$ cat src/rtl/gpirq_pkg.sv
package gpirq_pkg;
  localparam int REG_W = 32;

  typedef enum logic [1:0] {
    SEL_ENABLE = 2'd0,
    SEL_MODE   = 2'd1,
    SEL_FLTEN  = 2'd2,
    SEL_CYCLES = 2'd3
  } reg_sel_e;
endpackage

$ cat src/rtl/gpirq_regs.sv
module gpirq_regs
  import gpirq_pkg::*;
#(
  parameter int NLINES = 24,
  parameter int FLT_W  = 8
) (
  input  logic              clk,
  input  logic              rst_n,
  input  logic              wr,
  input  logic [3:0]        addr,
  input  logic [REG_W-1:0]  wdata,
  output logic [REG_W-1:0]  rdata,
  output logic [NLINES-1:0] en,
  output logic [NLINES-1:0] mode,
  output logic [NLINES-1:0] fen,
  output logic [FLT_W-1:0]  cyc
);
  reg_sel_e sel;
  logic [NLINES-1:0] en_d, mode_d, fen_d;
  logic [FLT_W-1:0]  cyc_d;

  assign sel = reg_sel_e'(addr[3:2]);

  always_comb begin
    en_d   = en;
    mode_d = mode;
    fen_d  = fen;
    cyc_d  = cyc;
    if (wr) begin
      case (sel)
        SEL_ENABLE: en_d   = wdata[NLINES-1:0];
        SEL_MODE:   mode_d = wdata[NLINES-1:0];
        SEL_FLTEN:  fen_d  = wdata[NLINES-1:0];
        default:    cyc_d  = wdata[FLT_W-1:0];
      endcase
    end
  end

  always_ff @(posedge clk or negedge rst_n) begin
    if (!rst_n) begin
      en   <= '0;
      mode <= '0;
      fen  <= '0;
      cyc  <= '0;
    end else if (wr) begin
      en   <= en_d;
      mode <= mode_d;
      fen  <= fen_d;
      cyc  <= cyc_d;
    end
  end

  always_comb begin
    rdata = '0;
    case (sel)
      SEL_ENABLE: rdata[NLINES-1:0] = en;
      SEL_MODE:   rdata[NLINES-1:0] = mode;
      SEL_FLTEN:  rdata[NLINES-1:0] = fen;
      default:    rdata[FLT_W-1:0]  = cyc;
    endcase
  end
endmodule

$ cat src/rtl/gpirq_filter.sv
module gpirq_filter #(
  parameter int NLINES = 24,
  parameter int FLT_W  = 8
) (
  input  logic              clk,
  input  logic              rst_n,
  input  logic [NLINES-1:0] raw,
  input  logic [NLINES-1:0] fen,
  input  logic [FLT_W-1:0]  cyc,
  output logic [NLINES-1:0] sync,
  output logic [NLINES-1:0] filt
);
  logic [FLT_W-1:0] limit;

  // a zero count is treated as a one-clock hold
  assign limit = (cyc == '0) ? FLT_W'(1) : cyc;

  for (genvar i = 0; i < NLINES; i++) begin : g_line
    logic [1:0]       meta_q;
    logic [FLT_W-1:0] cnt_q, cnt_d, cnt_inc;
    logic             flt_q, flt_d;

    assign cnt_inc = cnt_q + 1'b1;

    always_comb begin
      flt_d = flt_q;
      cnt_d = '0;
      if (!fen[i]) begin
        flt_d = meta_q[1];
      end else if (meta_q[1] != flt_q) begin
        if (cnt_inc >= limit) flt_d = meta_q[1];
        else                  cnt_d = cnt_inc;
      end
    end

    always_ff @(posedge clk or negedge rst_n) begin
      if (!rst_n) begin
        meta_q <= '0;
        cnt_q  <= '0;
        flt_q  <= 1'b0;
      end else begin
        meta_q <= {meta_q[0], raw[i]};
        cnt_q  <= cnt_d;
        flt_q  <= flt_d;
      end
    end

    assign sync[i] = meta_q[1];
    assign filt[i] = flt_q;
  end
endmodule

$ cat src/rtl/gpirq_shape.sv
module gpirq_shape #(
  parameter int NLINES = 24
) (
  input  logic              clk,
  input  logic              rst_n,
  input  logic [NLINES-1:0] en,
  input  logic [NLINES-1:0] mode,
  input  logic [NLINES-1:0] fen,
  input  logic [NLINES-1:0] sync,
  input  logic [NLINES-1:0] filt,
  output logic [NLINES-1:0] irq
);
  logic [NLINES-1:0] prev_q;
  logic [NLINES-1:0] change, level, edge_n;

  always_ff @(posedge clk or negedge rst_n) begin
    if (!rst_n) prev_q <= '0;
    else        prev_q <= filt;
  end

  always_comb begin
    change = filt ^ prev_q;
    level  = (fen & filt) | (~fen & sync);
    // both-edge needs the filter; without it the line rests high
    edge_n = ~(fen & change);
    irq    = en & ((mode & edge_n) | (~mode & level));
  end
endmodule

$ cat src/rtl/gpirq_front.sv
module gpirq_front
  import gpirq_pkg::*;
#(
  parameter int NLINES = 24,
  parameter int FLT_W  = 8
) (
  input  logic              clk,
  input  logic              rst_n,
  input  logic              reg_wr,
  input  logic [3:0]        reg_addr,
  input  logic [31:0]       reg_wdata,
  output logic [31:0]       reg_rdata,
  input  logic [NLINES-1:0] line_in,
  output logic [NLINES-1:0] irq_out
);
  logic [1:0]        rst_sync_q;
  logic              rst_i_n;
  logic [NLINES-1:0] en_q, mode_q, fen_q, sync_w, filt_w;
  logic [FLT_W-1:0]  cyc_q;

  always_ff @(posedge clk or negedge rst_n) begin
    if (!rst_n) rst_sync_q <= '0;
    else        rst_sync_q <= {rst_sync_q[0], 1'b1};
  end
  assign rst_i_n = rst_sync_q[1];

  gpirq_regs #(.NLINES(NLINES), .FLT_W(FLT_W)) u_regs (
    .clk(clk), .rst_n(rst_i_n), .wr(reg_wr), .addr(reg_addr),
    .wdata(reg_wdata), .rdata(reg_rdata),
    .en(en_q), .mode(mode_q), .fen(fen_q), .cyc(cyc_q)
  );

  gpirq_filter #(.NLINES(NLINES), .FLT_W(FLT_W)) u_filt (
    .clk(clk), .rst_n(rst_i_n), .raw(line_in), .fen(fen_q),
    .cyc(cyc_q), .sync(sync_w), .filt(filt_w)
  );

  gpirq_shape #(.NLINES(NLINES)) u_shape (
    .clk(clk), .rst_n(rst_i_n), .en(en_q), .mode(mode_q), .fen(fen_q),
    .sync(sync_w), .filt(filt_w), .irq(irq_out)
  );
endmodule

$ cat config.mk
export PLATFORM = sky130hd
export DESIGN_NAME = gpirq_front
export DESIGN_NICKNAME = d
export VERILOG_FILES = /design/src/rtl/gpirq_pkg.sv /design/src/rtl/gpirq_regs.sv /design/src/rtl/gpirq_filter.sv /design/src/rtl/gpirq_shape.sv /design/src/rtl/gpirq_front.sv
export SDC_FILE = /design/constraint.sdc
export NUM_CORES = 1
export LEC_CHECK = 0
export BUFFER_PORTS_ARGS = -buffer_cell sky130_fd_sc_hd__buf_2
export CORE_MARGIN = 2
export CORE_UTILIZATION = 50
export DETAILED_ROUTE_END_ITERATION = 16
export PLACE_DENSITY = 0.73
export SLEW_MARGIN = 20
export SYNTH_ARGS = -nofsm -noshare
export SYNTH_HDL_FRONTEND = slang
export SYNTH_HIERARCHICAL = 1
export SYNTH_SLANG_ARGS = --single-unit
$ cat constraint.sdc
create_clock -name clk -period 13 [get_ports clk]
set_clock_uncertainty 0.05 [all_clocks]
set_input_delay 2.6 -clock clk [delete_from_list [all_inputs] [get_ports clk]]
set_output_delay 2.6 -clock clk [all_outputs]
set_load 0.05 [all_outputs]
==> impl_metrics.csv <==
group,metric,value,unit
placement,port_buffers,100,
logic_synthesis,synth_xor_area_share,6.80,%
layout,fin_area,23800,um^2
critical_path,endpoint_kind,"output port",
logic_synthesis,synthMuxAreaShare,5.74,%
sta,finalCritPeriodShare,55.3,%
global_route,antenna_found_initial,0,
clock_tree,h-tree-depth,2,
power_and_ir_drop,p_int,2490,uW
clock_tree,cts_setup_buffers,0,
logic_synthesis,netlist_instances,1984,
global_route,grt_max_degree,75,
routing,drt-total-wl,47300,um
power_and_ir_drop,power_frac_comb,30.2,%
layout,drive_gt1_share,17.6,%
die,ios,119,
critical_path,start_kind,"input port",
clock_tree,cts_tree,"built",
routing,drt_iter0_drc,909,
logic_synthesis,ys_seq_area_share,42.8,%
placement,place_hpwl,31400,um
power_and_ir_drop,p_leak,0.0109,uW
logic_synthesis,synth_top_family_by_area,"simple AND/OR/NAND/NOR gates",
sta,setup_viol,0,
logic_synthesis,yosysTopAreaCellShare,42.8,%
global_route,grt_pass1_wl,77700,um
clock_tree,clock_sinks,370,
logic_synthesis,synth_cell_types,50,
clock_tree,cts.repair.resized,0,
layout,fill_cells,3673,
layout,nets,2329,
logic_synthesis,synth_area_leader_cell,"dfrtp_1",
routing,drt_pass1_iterations,5,
logic_synthesis,yosys.area_share.simple,18.2,%
critical_path,crit-reg2reg-launch,"u_regs/cyc[4]",
clock_tree,cts_hold_buf,0,
global_route,grt_pass1_vias,15400,
critical_path,r2r_setup_slack,9630,ps
sta,hold_viol_final,0,
power_and_ir_drop,p_seq_share,39.0,%
logic_synthesis,synth_compound_area_share,10.9,%
layout,areaGrowthSynthToFinish,10.2,%
die,fp.dieH,212,um
power_and_ir_drop,clkPwrFrac,30.8,%
logic_synthesis,async_flop_share,100,%
critical_path,crit_fanout,29,
logic_synthesis,ys_ff_latch,370,
power_and_ir_drop,net-switching-power,1360,uW
sta,rsz0062_at_grt,"false",
routing,wl_per_cell,17.6,um
global_route,grt_usage,21.6,%
critical_path,r2r_end,"u_filt/g_line[3].cnt_q[3]",
logic_synthesis,synthesis.area,21600,um^2
placement,place_area,22500,um^2
clock_tree,clk_pin_slew,60,ps
layout,diodes,0,
run_status,status,"finished clean",
sta,relSlewSlack,28.1,%
sta,fin_crit,7180,ps
critical_path,crit_end,"reg_rdata[21]",
logic_synthesis,ys.flop_type,"dfrtp_1",
routing,ant_nets,0,
logic_synthesis,syn_avg_cell_area,10.9,um^2
placement,gp_congestion,0.827,
logic_synthesis,yosysWarnings,6,
critical_path,crit_required,10350,ps
critical_path,ff2ff_path_depth,9,
die,die_w,212,um
global_route,grt-ovfl-total,0,
critical_path,cp.arrival,4530,ps
routing,vias,15000,
routing,via_per_inst,5.59,
routing,drcViolationCount,0,
die,std_cell_rows,76,
hold_path,hold_class,"reg -> reg",
power_and_ir_drop,netSwitchingFraction,35.3,%
die,start_util,50.4,%
clock_tree,numCtsBuffers,41,
run,cap_viol_max_count,0,
logic_synthesis,synth_fa_ha_area_share,12.1,%
logic_synthesis,synth_edf_count,0,
sta,worst_slew_pin_slew,1070,ps
die,core,42900,um^2
power_and_ir_drop,power_density,162,nW/um^2
critical_path,crit_type,"in -> out",
logic_synthesis,synth.area.top_cells,"dfrtp_1 (43%), ha_1 (11%), xnor2_1 (4.9%), mux2_2 (4.1%), nor2b_1 (4.0%)",
hold_path,min_from,"u_filt/g_line[19].meta_q[0]",
clock_tree,cts-root-buf,"clkbuf_16",
power_and_ir_drop,vdd_ir_drop_max,0.000129,V
sta,setup_tns,0,ps
sta,fmax,139,MHz
sta,drv_slew,0,
clock_tree,clock_latency,570,ps
die,die_area,44900,um^2
clock_tree,clk_path_buf_depth,3,
critical_path,startpoint,"reg_addr[2]",
-- critical path, cell delays in order --
cell and delay, ps:
buf_2 80, buf_4 480, nor2b_2 340, buf_4 350, o2bb2ai_1 290, buf_2 350
-- how the worst min path moves through the flow --
stage	endpoint	slack, ps	depth (start not counted)
2_1_floorplan	rst_sync_q[1]	280	0
3_3_place_gp	u_filt/g_line[23].meta_q[1]	280	0
3_5_place_dp	u_filt/g_line[19].meta_q[1]	280	0
4_1_cts	u_filt/g_line[23].meta_q[1]	300	0
5_1_grt	u_filt/g_line[5].meta_q[1]	300	0
6_report	u_filt/g_line[19].meta_q[1]	300	0
-- synthesized netlist by cell type (all sizes together) (2+ instances only) --
library cell / count
maj3: 19
or3: 19
or2: 7
nor2: 134
o31ai: 25
and4b: 24
mux4: 8
conb: 2
xnor2: 122
o21a: 24
a21oi: 24
o211ai: 49
and2: 37
a32oi: 19
clkbuf: 3
o2bb2ai: 16
and2b: 24
a21o: 5
ha: 192
nor2b: 140
xor2: 46
dfrtp: 370
nand3b: 7
nand2b: 52
inv: 54
nand2: 92
o2111ai: 19
a211oi: 72
mux2: 80
o21ai: 46
and3: 38
mux2i: 16
nand3: 106
nand4: 19
buf: 70
-- cell type report --
| type | instances | area (um^2) | area share, % |
|---|---|---|---|
| multi-input cells | 1494 | 11700 | 48.9 |
| flip-flops and latches | 370 | 9260 | 38.9 |
| clock buffers | 57 | 1180 | 4.93 |
| well taps | 585 | 732 | 3.07 |
| repair buffers | 113 | 598 | 2.51 |
| inverters | 54 | 203 | 0.850 |
| clock inverters | 17 | 200 | 0.840 |
-- flip-flops by register name, summed over array words and instances (netlist names) --
name / count
u_filt/g_line.meta_q: 48
u_shape/prev_q: 24
u_regs/mode: 24
u_regs/en: 24
u_filt/g_line.cnt_q: 192
u_filt/g_line.flt_q: 24
u_regs/cyc: 8
u_regs/fen: 24
rst_sync_q: 2
-- power groups by stage --
stage                     Sequential [uW]  Combinational [uW]  Clock, uW
final                                1500                1160       1190
after global routing                 1530                1290       1270
after CTS                            1500                1170       1220
after detailed placement             1520                1160          0
after global placement               1510                1120          0
after floorplan                      1470                 951          0
-- layer usage --
metal | GRT usage (%) | share of wire (%) | up-vias | wire (um)
li1 | - | - | 7271 | -
met1 | 28.5 | 45 | 7378 | 21200
met2 | 35.4 | 47 | 309 | 22100
met3 | 5.11 | 6.1 | 75 | 2890
met4 | 6.36 | 2.3 | 0 | 1110
met5 | 0 | 0 | - | 0
-- stage by stage --
stage / cells / hold WS [ps] / power [uW] / setup WS (ps) / utilization [%]
finish: 2690 / 297 / 3850 / 5820 / 55.6
global route: 2690 / 305 / 4090 / 5770 / 55.6
CTS: 2690 / 298 / 3890 / 5850 / 55.6
detailed placement: 2616 / 285 / 2680 / 5860 / 52.4
global placement: 2616 / 282 / 2620 / 5880 / 52.4
floorplan: 1991 / 281 / 2420 / 1870 / -
-- logic make-up after synthesis --
kind of cell / Yosys count
multiplexers: 104
adder cells (fa/ha/maj): 211
buffers and inverters: 127
other: 2
flip-flops: 370
AO/OA/AOI/OAI: 300
XOR/XNOR: 168
AND/OR/NAND/NOR: 702
-- cells in the final DEF (no fill, tap or decap), types with 8 or more instances in the layout --
cell type / count
mux2_2: 78
clkbuf_16: 41
o21a_1: 24
a21oi_1: 24
maj3_2: 19
buf_4: 13
o211ai_1: 49
a211oi_2: 25
nand2_1: 92
mux4_2: 8
and3_1: 38
or3_1: 19
and4b_4: 23
o31ai_1: 24
o21ai_0: 23
clkinv_2: 8
a211oi_1: 47
conb_1: 9
buf_2: 100
o2111ai_1: 19
xor2_1: 46
nor2b_1: 139
clkbuf_8: 9
ha_1: 192
nor2_1: 134
inv_1: 50
and2b_1: 24
nand2b_1: 52
xnor2_1: 122
a32oi_1: 19
o2bb2ai_1: 16
nand4_1: 19
nand3_1: 105
o21ai_2: 19
mux2i_1: 16
dfrtp_1: 369
and2_1: 37
(Power assumes the default switching activity.)
